## config.mk

```make
export PLATFORM = sky130hd
export DESIGN_NAME = addr_walker
export DESIGN_NICKNAME = d
export VERILOG_FILES = /design/src/rtl/aw_pkg.sv /design/src/rtl/aw_ctx_select.sv /design/src/rtl/aw_pte_decode.sv /design/src/rtl/aw_walk_ctrl.sv /design/src/rtl/addr_walker.sv
export SDC_FILE = /design/constraint.sdc
export NUM_CORES = 1
export LEC_CHECK = 0
export ABC_AREA = 0
export BUFFER_PORTS_ARGS = -buffer_cell sky130_fd_sc_hd__buf_2
export CORE_UTILIZATION = 48
export CTS_CLUSTER_DIAMETER = 50
export CTS_CLUSTER_SIZE = 16
export DETAILED_ROUTE_END_ITERATION = 7
export PLACE_DENSITY = 0.8
export SETUP_SLACK_MARGIN = 0.15
export SLEW_MARGIN = 10
export SYNTH_ARGS = -nofsm -noshare
export SYNTH_HDL_FRONTEND = slang
export SYNTH_SLANG_ARGS = --single-unit
```

## constraint.sdc

```tcl
create_clock -name clk -period 2.4 [get_ports clk]
set_input_delay 0.48 -clock clk [delete_from_list [all_inputs] [get_ports clk]]
set_output_delay 0.48 -clock clk [all_outputs]
set_load 0.02 [all_outputs]
```

## src/rtl/aw_pkg.sv

```systemverilog
package aw_pkg;

  typedef enum logic [1:0] {
    WS_OK     = 2'd0,
    WS_ABSENT = 2'd1,
    WS_SHORT  = 2'd2,
    WS_LONG   = 2'd3
  } walk_status_e;

  typedef enum logic [2:0] {
    PH_IDLE,
    PH_INDEX,
    PH_ENTRY,
    PH_OFFSET,
    PH_DRAIN
  } walk_phase_e;

endpackage

```

## src/rtl/aw_ctx_select.sv

```systemverilog
module aw_ctx_select #(
  parameter int NUM_CTX = 4,
  parameter int PAGE_W  = 8,
  localparam int CTX_W  = (NUM_CTX > 1) ? $clog2(NUM_CTX) : 1
) (
  input  logic [NUM_CTX*PAGE_W-1:0] ctx_pages,
  input  logic [CTX_W-1:0]          sel,
  output logic [PAGE_W-1:0]         page
);

  logic [PAGE_W-1:0] slot [NUM_CTX];

  for (genvar g = 0; g < NUM_CTX; g++) begin : g_slot
    assign slot[g] = ctx_pages[g*PAGE_W +: PAGE_W];
  end

  always_comb begin
    page = '0;
    for (int k = 0; k < NUM_CTX; k++) begin
      if (sel == CTX_W'(k)) page = slot[k];
    end
  end

endmodule

```

## src/rtl/aw_pte_decode.sv

```systemverilog
module aw_pte_decode #(
  parameter int WORD_W = 16,
  parameter int PAGE_W = 8
) (
  input  logic [WORD_W-1:0] entry,
  output logic              present,
  output logic              is_data,
  output logic [PAGE_W-1:0] target
);

  function automatic logic entry_present(input logic [WORD_W-1:0] e);
    return e[WORD_W-1];
  endfunction

  function automatic logic entry_is_data(input logic [WORD_W-1:0] e);
    return e[WORD_W-2];
  endfunction

  function automatic logic [PAGE_W-1:0] entry_target(input logic [WORD_W-1:0] e);
    return e[PAGE_W-1:0];
  endfunction

  assign present = entry_present(entry);
  assign is_data = entry_is_data(entry);
  assign target  = entry_target(entry);

  // protection field, reserved
  logic prot_unused;
  assign prot_unused = ^entry[WORD_W-3:PAGE_W];

endmodule

```

## src/rtl/aw_walk_ctrl.sv

```systemverilog
module aw_walk_ctrl
  import aw_pkg::*;
#(
  parameter int PAGE_W  = 8,
  localparam int ADDR_W = 2 * PAGE_W
) (
  input  logic              clk,
  input  logic              rst_n,
  input  logic              start,
  input  logic [PAGE_W-1:0] root_page,
  input  logic              idx_valid,
  input  logic [PAGE_W-1:0] idx_byte,
  input  logic              idx_last,
  output logic              idx_ready,
  output logic              mem_req,
  output logic [ADDR_W-1:0] mem_addr,
  input  logic              pte_present,
  input  logic              pte_is_data,
  input  logic [PAGE_W-1:0] pte_target,
  output logic              busy,
  output logic              done,
  output logic [1:0]        status,
  output logic [ADDR_W-1:0] real_addr,
  output logic [PAGE_W-1:0] last_table,
  output logic [PAGE_W-1:0] data_page,
  output logic [PAGE_W-1:0] offset,
  output logic              ev_accept,
  output logic              ev_finish
);

  function automatic logic [ADDR_W-1:0] make_addr(input logic [PAGE_W-1:0] pg,
                                                  input logic [PAGE_W-1:0] wd);
    return {pg, wd};
  endfunction

  walk_phase_e       phase, phase_n;
  walk_status_e      pend, pend_n, fin_code;
  logic [PAGE_W-1:0] cur_tbl, tbl_n;
  logic [PAGE_W-1:0] dpage, dpage_n;
  logic [PAGE_W-1:0] ltbl, ltbl_n;
  logic              tail, tail_n;

  logic              done_q;
  logic [1:0]        status_q;
  logic [ADDR_W-1:0] real_addr_q;
  logic [PAGE_W-1:0] last_table_q, data_page_q, offset_q;

  assign idx_ready = (phase == PH_INDEX) || (phase == PH_OFFSET) || (phase == PH_DRAIN);
  assign ev_accept = idx_valid && idx_ready;
  assign mem_req   = (phase == PH_INDEX) && idx_valid;
  assign mem_addr  = make_addr(cur_tbl, idx_byte);
  assign busy      = (phase != PH_IDLE);

  always_comb begin
    phase_n   = phase;
    pend_n    = pend;
    tbl_n     = cur_tbl;
    dpage_n   = dpage;
    ltbl_n    = ltbl;
    tail_n    = tail;
    ev_finish = 1'b0;
    fin_code  = pend;
    unique case (phase)
      PH_IDLE: begin
        if (start) begin
          phase_n = PH_INDEX;
          tbl_n   = root_page;
          pend_n  = WS_OK;
        end
      end
      PH_INDEX: begin
        if (ev_accept) begin
          tail_n  = idx_last;
          phase_n = PH_ENTRY;
        end
      end
      PH_ENTRY: begin
        if (!pte_present) begin
          if (tail) begin
            ev_finish = 1'b1;
            fin_code  = WS_ABSENT;
            phase_n   = PH_IDLE;
          end else begin
            pend_n  = WS_ABSENT;
            phase_n = PH_DRAIN;
          end
        end else if (pte_is_data) begin
          dpage_n = pte_target;
          ltbl_n  = cur_tbl;
          if (tail) begin
            ev_finish = 1'b1;
            fin_code  = WS_SHORT;
            phase_n   = PH_IDLE;
          end else begin
            phase_n = PH_OFFSET;
          end
        end else begin
          tbl_n = pte_target;
          if (tail) begin
            ev_finish = 1'b1;
            fin_code  = WS_SHORT;
            phase_n   = PH_IDLE;
          end else begin
            phase_n = PH_INDEX;
          end
        end
      end
      PH_OFFSET: begin
        if (ev_accept) begin
          if (idx_last) begin
            ev_finish = 1'b1;
            fin_code  = WS_OK;
            phase_n   = PH_IDLE;
          end else begin
            pend_n  = WS_LONG;
            phase_n = PH_DRAIN;
          end
        end
      end
      PH_DRAIN: begin
        if (ev_accept && idx_last) begin
          ev_finish = 1'b1;
          fin_code  = pend;
          phase_n   = PH_IDLE;
        end
      end
      default: phase_n = PH_IDLE;
    endcase
  end

  always_ff @(posedge clk) begin
    if (!rst_n) begin
      phase        <= PH_IDLE;
      pend         <= WS_OK;
      cur_tbl      <= '0;
      dpage        <= '0;
      ltbl         <= '0;
      tail         <= 1'b0;
      done_q       <= 1'b0;
      status_q     <= '0;
      real_addr_q  <= '0;
      last_table_q <= '0;
      data_page_q  <= '0;
      offset_q     <= '0;
    end else begin
      phase   <= phase_n;
      pend    <= pend_n;
      cur_tbl <= tbl_n;
      dpage   <= dpage_n;
      ltbl    <= ltbl_n;
      tail    <= tail_n;
      done_q  <= ev_finish;
      if (ev_finish) status_q <= fin_code;
      if (ev_finish && fin_code == WS_OK) begin
        real_addr_q  <= make_addr(dpage, idx_byte);
        last_table_q <= ltbl;
        data_page_q  <= dpage;
        offset_q     <= idx_byte;
      end
    end
  end

  assign done       = done_q;
  assign status     = status_q;
  assign real_addr  = real_addr_q;
  assign last_table = last_table_q;
  assign data_page  = data_page_q;
  assign offset     = offset_q;

endmodule

```

## src/rtl/addr_walker.sv

```systemverilog
module addr_walker #(
  parameter int NUM_CTX = 4,
  parameter int PAGE_W  = 8,
  parameter int WORD_W  = 16,
  localparam int CTX_W  = (NUM_CTX > 1) ? $clog2(NUM_CTX) : 1,
  localparam int ADDR_W = 2 * PAGE_W
) (
  input  logic                      clk,
  input  logic                      rst_n,
  input  logic                      start,
  input  logic [CTX_W-1:0]          ctx_sel,
  input  logic [NUM_CTX*PAGE_W-1:0] ctx_pages,
  input  logic                      idx_valid,
  input  logic [PAGE_W-1:0]         idx_byte,
  input  logic                      idx_last,
  output logic                      idx_ready,
  output logic                      mem_req,
  output logic [ADDR_W-1:0]         mem_addr,
  input  logic [WORD_W-1:0]         mem_rdata,
  output logic                      busy,
  output logic                      done,
  output logic [1:0]                status,
  output logic [ADDR_W-1:0]         real_addr,
  output logic [PAGE_W-1:0]         last_table,
  output logic [PAGE_W-1:0]         data_page,
  output logic [PAGE_W-1:0]         offset
);

  logic [PAGE_W-1:0] root_page;
  logic              pte_present;
  logic              pte_is_data;
  logic [PAGE_W-1:0] pte_target;
  logic              ev_accept;
  logic              ev_finish;

  aw_ctx_select #(.NUM_CTX(NUM_CTX), .PAGE_W(PAGE_W)) u_ctx (
    .ctx_pages (ctx_pages),
    .sel       (ctx_sel),
    .page      (root_page)
  );

  aw_pte_decode #(.WORD_W(WORD_W), .PAGE_W(PAGE_W)) u_dec (
    .entry   (mem_rdata),
    .present (pte_present),
    .is_data (pte_is_data),
    .target  (pte_target)
  );

  aw_walk_ctrl #(.PAGE_W(PAGE_W)) u_ctrl (
    .clk         (clk),
    .rst_n       (rst_n),
    .start       (start),
    .root_page   (root_page),
    .idx_valid   (idx_valid),
    .idx_byte    (idx_byte),
    .idx_last    (idx_last),
    .idx_ready   (idx_ready),
    .mem_req     (mem_req),
    .mem_addr    (mem_addr),
    .pte_present (pte_present),
    .pte_is_data (pte_is_data),
    .pte_target  (pte_target),
    .busy        (busy),
    .done        (done),
    .status      (status),
    .real_addr   (real_addr),
    .last_table  (last_table),
    .data_page   (data_page),
    .offset      (offset),
    .ev_accept   (ev_accept),
    .ev_finish   (ev_finish)
  );

endmodule

```

Yosys cells after proc, flatten, opt, wreduce, memory -nomap -nowiden
Index checks and enable logic that the tools add are counted.
Operators by class
  reduce and logical (&&, ||, !) cells: 17
  mux-type cells: 36
  eq/ne operators: 16
Operator list (count)
  $mux 8: 7
  $mux 3: 8
  $mux 2: 11
  $pmux 8 s2: 1
  $pmux 3 s5: 1
  $ne 2x2->1 const B: 7
  $reduce_and 4->1: 2
  $eq 3x2->1 const B: 2
  $pmux 2 s3: 1
  $reduce_and 6->1: 1
  $reduce_bool 3->1: 2
  $mux 1: 5
  $eq 2x2->1 const B: 2
  $logic_and 1x1->1: 4
  $logic_not 2->1: 2
  $ne 2x1->1 const B: 2
  $pmux 2 s2: 1
  $eq 3x1->1 const B: 1
  $eq 3x3->1 const B: 1
  $logic_not 3->1: 1
  $pmux 1 s3: 1
  $reduce_and 3->1: 1
  $eq 2x1->1 const B: 1
  $logic_or 1x1->1: 2
  2 further kinds: 2
Storage, ports and cells
  input bits: 63
  register bits after elaboration: 73
  output and inout bits: 62

Logic depth before layout (Yosys ltp)
Gate-level depths: netlist of run 1.
  depth in word-level cells: 8
  depth in mapped cells: 8

Cells and area by module
A second synthesis of run 1 with hierarchy kept.
Second synthesis, totals
  cell total of the unflattened synthesis: 327
  area total of the unflattened synthesis: 3021.6 µm²
Modules (own cells, without submodules)
  aw_walk_ctrl: instances 1, area each 2750.1 µm², cells an instance 307
  aw_ctx_select: instances 1, area each 196.4 µm², cells an instance 10
  aw_pte_decode: instances 1, area each 75.1 µm², cells an instance 10

Least setup slack after synthesis of run 1
No wires, ideal clock.
  path kind: flip-flop to output port
  start point: reg u_ctrl.phase[0]
  end point: out mem_req
  path slack: 0.757 ns
  arrival: 1.163 ns
  cell stages (with the launch flop): 4
  buffers on the path: 1
  cell sequence: dfxtp_1 > buf_4 > or2b_1 > nor3_2
On the way
  cells in the longest elaborated chain, start to end: 2
Ends and longest elaborated chain
  start, declared: RTL line aw_walk_ctrl.sv:36  | walk_phase_e phase, phase_n;
  start signal, assigned: RTL line aw_walk_ctrl.sv:146  | phase <= phase_n;
  $eq 3x1->1: RTL line aw_walk_ctrl.sv:50  | assign mem_req = (phase == PH_INDEX) && idx_valid;
  $logic_and 1x1->1: RTL line aw_walk_ctrl.sv:50
  end, declared: RTL line addr_walker.sv:17  | output logic mem_req,
No other way between the ends.

Worst setup path in the final report of run 1
Ends and elaborated chain as after synthesis.

==> reports/metrics.cfg, run 1 <==
[synth]
syn_area_per_cell_sq_um = 9.18
synth-edff-count = 0
synth_nets = 385
synth-seq-cells = 57
ys_types = 47
ys.flop_type = dfxtp_1
async_flop_share = 0
seq_area_frac_synth = 0.386
synth_top_cell_by_area = dfxtp_1
syn_inst = 322
yosys_warnings = 0
synth_top_area_share = 0.386
synth_area_sq_um = 2960
yosys-top-cells-area = dfxtp_1 39%, nand2_1 12%, mux2i_1 11%

[clocking]
clock_latency_ns = 0.33
cts_buffers = 9
clock-sinks = 57
clockBufferDepth = 2
h-tree-depth = 3
clk_pin_slew_ns = 0.06
cts_tree = yes
cts_root_buf = clkbuf_8
cts_hold_buf = 0

[floorplan]
die_y_um = 80.5
die_area_sq_um = 6480
core_sq_um = 5920
num_io_pins = 125
chipWidth_um = 80.5
rows = 28
start_util = 0.499

[timing]
tns_ns = 0
hold_violations = 0
holdWs_ns = 0.400
drv_slew = 0
period_share = 0.883
setup_violations = 0
rsz0062_at_grt = no
tightest_slew_ns = 0.576
setup_slack_ns = 0.281
max-slew-margin-rel = 0.616
fin_skew_ns = 0.00628
timing.fmax_mhz = 472
finalCriticalPeriod_ns = 2.12

[hold_path]
hold_class = input pin to flop

[power_and_ir_drop]
power_frac_clock = 0.451
seq_power_share = 0.412
ir_worst_vdd_uv = 467
power.leakage_nw = 1.63
swShare = 0.245
cellInternalPower_mw = 1.84
powerDensity_nw_per_um2 = 670
p_sw_mw = 0.598
combPwrFrac = 0.137
finalPower_mw = 2.44

[routing]
via_count = 2548
ant_nets = 0
drt_iter0_markers = 113
drc = 0
dr.pass1.iters = 4
via_per_inst = 5.19
drt-total-wl_mm = 6.69
post_drt_wl_per_cell_um = 13.6

[finish]
layout_commonest_cell = buf_2
final_cell_mix = 118 x buf_2, 96 x nand2_1, 57 x dfxtp_1, 33 x mux2i_1, 15 x a21boi_0
area_delta_synth_final_pct = 23.0
final_area_sq_um = 3640
drive_gt1_frac = 0.385
antenna_cells = 0
fillCellCount = 523
utilization = 0.614
final_cell_count_no_fill = 491
fin_nets = 474

[critical_path]
cp.arrival_ns = 1.64
critical_path_class = flop to primary output
worst-endpoint-required_ns = 1.92
critical_path.max_fanout = 9
worst_setup_path_start_kind = flop
crit_path_end_kind = primary output

[placement]
post-place-ws_ns = 0.236
place_inst = 473
io_buffers = 118
gp_congestion = 0.868
postPlaceCellArea_sq_um = 3360
dp_hpwl_mm = 4.76

[run]
maxCapViolations = 0

[global_route]
grt_max_degree = 58
grtUsageTotal = 0.210
overflow = 0
grt_pass1_wl_mm = 10.3
grt_pass1_vias = 2212
antenna_found_initial = 0

[run_status]
status = finished, final reports clean

==> cells in the mapped netlist, types with 3 or more instances <==
cell and number:
a21boi_0 15, a21oi_1 4, buf_2 3, buf_4 26, clkbuf_1 12, dfxtp_1 57, inv_1 5, mux2i_1 33
mux4_2 8, nand2_1 96, nor2_1 7, nor2b_1 3, o211a_1 8, o21ai_0 7
==> layout make-up <==
cell class                      instances  area, sq um  area share
Multi-Input combinational cell        215         1490       0.409
Clock inverter                          5          103      0.0282
Clock buffer                           11          141      0.0389
Sequential cell                        57         1140       0.314
Tap cell                               75         93.8      0.0258
Inverter                                5         18.8     0.00516
Timing Repair Buffer                  123          653       0.180
==> metal layers <==
layer / vias to the layer above / wire (um) / GRT usage
met5: - / 0 / 0
met4: 0 / 118 / 0.0911
met3: 11 / 458 / 0.0466
met2: 118 / 3220 / 0.356
met1: 1172 / 2890 / 0.253
li1: 1247 / - / -
==> repair_timing <==
action	CTS	global route
buffers inserted	0	1
endpoints found under the setup margin	0	14
gates resized for setup	0	0
==> worst max-delay path, cell delays in order (launching register included) <==
cell and delay (ns):
dfxtp_1 0.42, buf_4 0.20, or2b_1 0.31, nor3_2 0.18
buf_2 0.20
==> cells by family after synthesis <==
logic type | Yosys count | synth area share
buf+inv | 51 | 0.115
compound gates | 49 | 0.138
simple gates | 124 | 0.189
flops | 57 | 0.386
mux | 41 | 0.173
==> final timing paths <==
| path | cells past startpoint | from | endpoint | slack [ns] |
|---|---|---|---|---|
| worst max register to register | 5 | u_ctrl.phase[2] | u_ctrl.data_page[1] | 0.30 |
| worst min register to register | 2 | u_ctrl.last_table[2] | u_ctrl.last_table[2] | 0.46 |
| worst min-delay path | 3 | mem_rdata[6] | u_ctrl.dpage[6] | 0.40 |
| worst max-delay path | 4 | u_ctrl.phase[0] | mem_req | 0.28 |
==> power by group through the flow <==
stage,Combinational (mW),Clock (mW),Sequential [mW]
after global routing,0.367,1.15,1.01
final,0.335,1.10,1.00
after CTS,0.334,1.11,1.00
after floorplan,0.215,0,1.04
after detailed placement,0.332,0,1.03
after global placement,0.325,0,1.02
==> registers in the layout, indices dropped and copies added, names as in the netlist <==
name               cells
u_ctrl.data_page       8
u_ctrl.cur_tbl         8
u_ctrl.status          2
u_ctrl.last_table      8
u_ctrl.ltbl            8
u_ctrl.pend            2
u_ctrl.done            1
u_ctrl.dpage           8
u_ctrl.phase           3
u_ctrl.tail            1
u_ctrl.real_addr       8
Power figures use the tool's default switching activity.
==> run 2, diff against run 1 <==
--- a/config.mk
+++ b/config.mk
@@ -12,6 +12,7 @@
 export CTS_CLUSTER_SIZE = 16
 export DETAILED_ROUTE_END_ITERATION = 7
 export PLACE_DENSITY = 0.8
+export RECOVER_POWER = 25
 export SETUP_SLACK_MARGIN = 0.15
 export SLEW_MARGIN = 10
 export SYNTH_ARGS = -nofsm -noshare
==> run 2 against run 1 <==
Sequential cell count stayed put. Clock power about the same. Sequential power barely moved. Maximum frequency about the same. Non-clock buffer count stayed put. Critical endpoint unchanged.
==> reports/metrics.cfg, run 2 (synthesis gave the netlist of run 1 again) <==
[run_status]
status = finished, final reports clean

[finish]
antenna_cells = 0  ; unchanged
layout_commonest_cell = nand2_1
final_cell_mix = 96 x nand2_1, 89 x buf_2, 57 x dfxtp_1, 33 x mux2i_1, 30 x clkbuf_1
final_area_sq_um = 3600  ; -1.0%
fillCellCount = 544  ; +4.0%
drive_gt1_frac = 0.315  ; -0.0697
utilization = 0.608  ; -0.00613
fin_nets = 474  ; unchanged
area_delta_synth_final_pct = 21.8

[routing]
via_per_inst = 5.21  ; +0.31%
post_drt_wl_per_cell_um = 13.6  ; -0.18%
dr.pass1.iters = 4  ; unchanged
drt-total-wl_mm = 6.68  ; -0.18%
via_count = 2556  ; +0.31%
drt_iter0_markers = 105  ; -7.1%
drc = 0  ; unchanged
ant_nets = 0  ; unchanged

[critical_path]
crit_path_end_kind = primary output
reg2reg_from = u_ctrl.phase[2]
critPathLaunch = u_ctrl.phase[0]
critical_path_class = flop to primary output
cp.arrival_ns = 1.64  ; about the same
r2r_slack_ns = 0.30  ; about the same
crit_buf_inv = 2  ; unchanged
critPathSlowestCell = dfxtp_1
critical_path.max_fanout = 9  ; unchanged
critPathMaxStageDelay_ns = 0.42  ; about the same
worstPathCellList = buf_4, or2b_1, nor3_2, buf_2
worst_setup_path_start_kind = flop
worst-endpoint-required_ns = 1.92  ; about the same
path_delay_family = simple AND/OR/NAND/NOR gates

[floorplan]
num_io_pins = 125  ; unchanged
start_util = 0.499  ; unchanged
die_y_um = 80.5  ; unchanged
core_sq_um = 5920  ; unchanged
rows = 28  ; unchanged
chipWidth_um = 80.5  ; unchanged
die_area_sq_um = 6480  ; unchanged

[clocking]
clk_pin_slew_ns = 0.06  ; about the same
cts_tree = yes
clockBufferDepth = 2  ; unchanged
clock_latency_ns = 0.33  ; about the same
cts_buffers = 9  ; unchanged
postCtsSetupBuffers = 0  ; unchanged
cts_root_buf = clkbuf_8
cts_hold_buf = 0  ; unchanged
h-tree-depth = 3  ; unchanged
clock-sinks = 57  ; unchanged
post_cts_resized = 0  ; unchanged

[global_route]
grtUsageTotal = 0.210  ; unchanged
grt_pass1_vias = 2212  ; unchanged
overflow = 0  ; unchanged
busiest_layer = met2
grtUsageMet1 = 0.253  ; unchanged
grt_max_degree = 58  ; unchanged
grtUsageMet3 = 0.0466  ; unchanged
antenna_found_initial = 0  ; unchanged
grt_pass1_wl_mm = 10.3  ; unchanged
grt_util_met2 = 0.356  ; unchanged

[timing]
period_share = 0.883  ; about the same
hold_violations = 0  ; unchanged
max-slew-margin-rel = 0.625  ; +0.00929
tns_ns = 0  ; unchanged
setup_violations = 0  ; unchanged
finalCriticalPeriod_ns = 2.12  ; +0.00145 ns
holdWs_ns = 0.400  ; +0.000702 ns
rsz0062_at_grt = no
tightest_slew_ns = 0.562  ; -0.0139 ns
drv_slew = 0  ; unchanged
fin_skew_ns = 0.00653  ; +0.000251 ns
timing.fmax_mhz = 472  ; about the same

[placement]
dp_hpwl_mm = 4.76  ; unchanged
gp_congestion = 0.868  ; unchanged
io_buffers = 118  ; unchanged
postPlaceCellArea_sq_um = 3360  ; unchanged

[power_and_ir_drop]
seq_power_share = 0.412  ; about the same
powerDensity_nw_per_um2 = 677  ; +0.94%
swShare = 0.246  ; +0.000544
power.leakage_nw = 1.51  ; -7.0%
p_sw_mw = 0.599  ; +0.15%
ir_worst_vdd_uv = 466  ; -0.18%
power_frac_clock = 0.451  ; about the same
combPwrFrac = 0.136  ; about the same
cellInternalPower_mw = 1.84  ; -0.14%

[run]
maxCapViolations = 0  ; unchanged

[hold_path]
hold_class = input pin to flop
hold_start = mem_rdata[6]

-- run 2: changes by cell type in the layout (fill, tap and decap cells not counted), sizes merged --
cell    delta
buf       -29
clkbuf    +29
-- run 2: final timing paths --
| path | cells past startpoint | to |
|---|---|---|
| setup / recovery | 4 | mem_req |
| hold / removal | 3 | u_ctrl.dpage[6] |
| setup reg to reg | 5 | u_ctrl.data_page[1] |
| hold reg to reg | 2 | u_ctrl.last_table[2] |
-- run 2: worst register-to-register path: stages, from the launching register on --
cell and delay (ns):
dfxtp_1 0.54, or3b_4 0.46, a21oi_4 0.21, o221ai_4 0.19, nor2_8 0.33, mux2i_1 0.27
-- run 2: area by class of cell --
class,instances,area (sq um),area share
Clock buffer,11,141,0.0393
Clock inverter,5,103,0.0285
Inverter,5,18.8,0.00521
Multi-Input combinational cell,215,1490,0.413
Sequential cell,57,1140,0.317
Tap cell,75,93.8,0.0261
Timing Repair Buffer,123,617,0.171
-- run 2: per-stage QoR --
| stage | std cells | worst slack, ns | power, mW |
|---|---|---|---|
| after global routing | 491 | 0.184 | 2.53 |
| after CTS | 489 | 0.181 | 2.45 |
| after floorplan | 322 | 0.757 | 1.26 |
| final | 491 | 0.280 | 2.44 |
| after global placement | 473 | 0.328 | 1.35 |
| after detailed placement | 473 | 0.236 | 1.36 |
-- run 2: metal layers --
| metal | part of all wire | vias up |
|---|---|---|
| li1 | - | 1252 |
| met1 | 0.42 | 1179 |
| met2 | 0.48 | 115 |
| met3 | 0.074 | 10 |
| met4 | 0.017 | 0 |
| met5 | 0 | - |
-- run 2: power groups by stage --
stage	logic (mW)	clock network, mW	registers, mW
CTS	0.334	1.11	1.00
detailed placement	0.332	0	1.03
finish	0.332	1.10	1.00
floorplan	0.215	0	1.04
global route	0.365	1.15	1.01
global placement	0.325	0	1.02
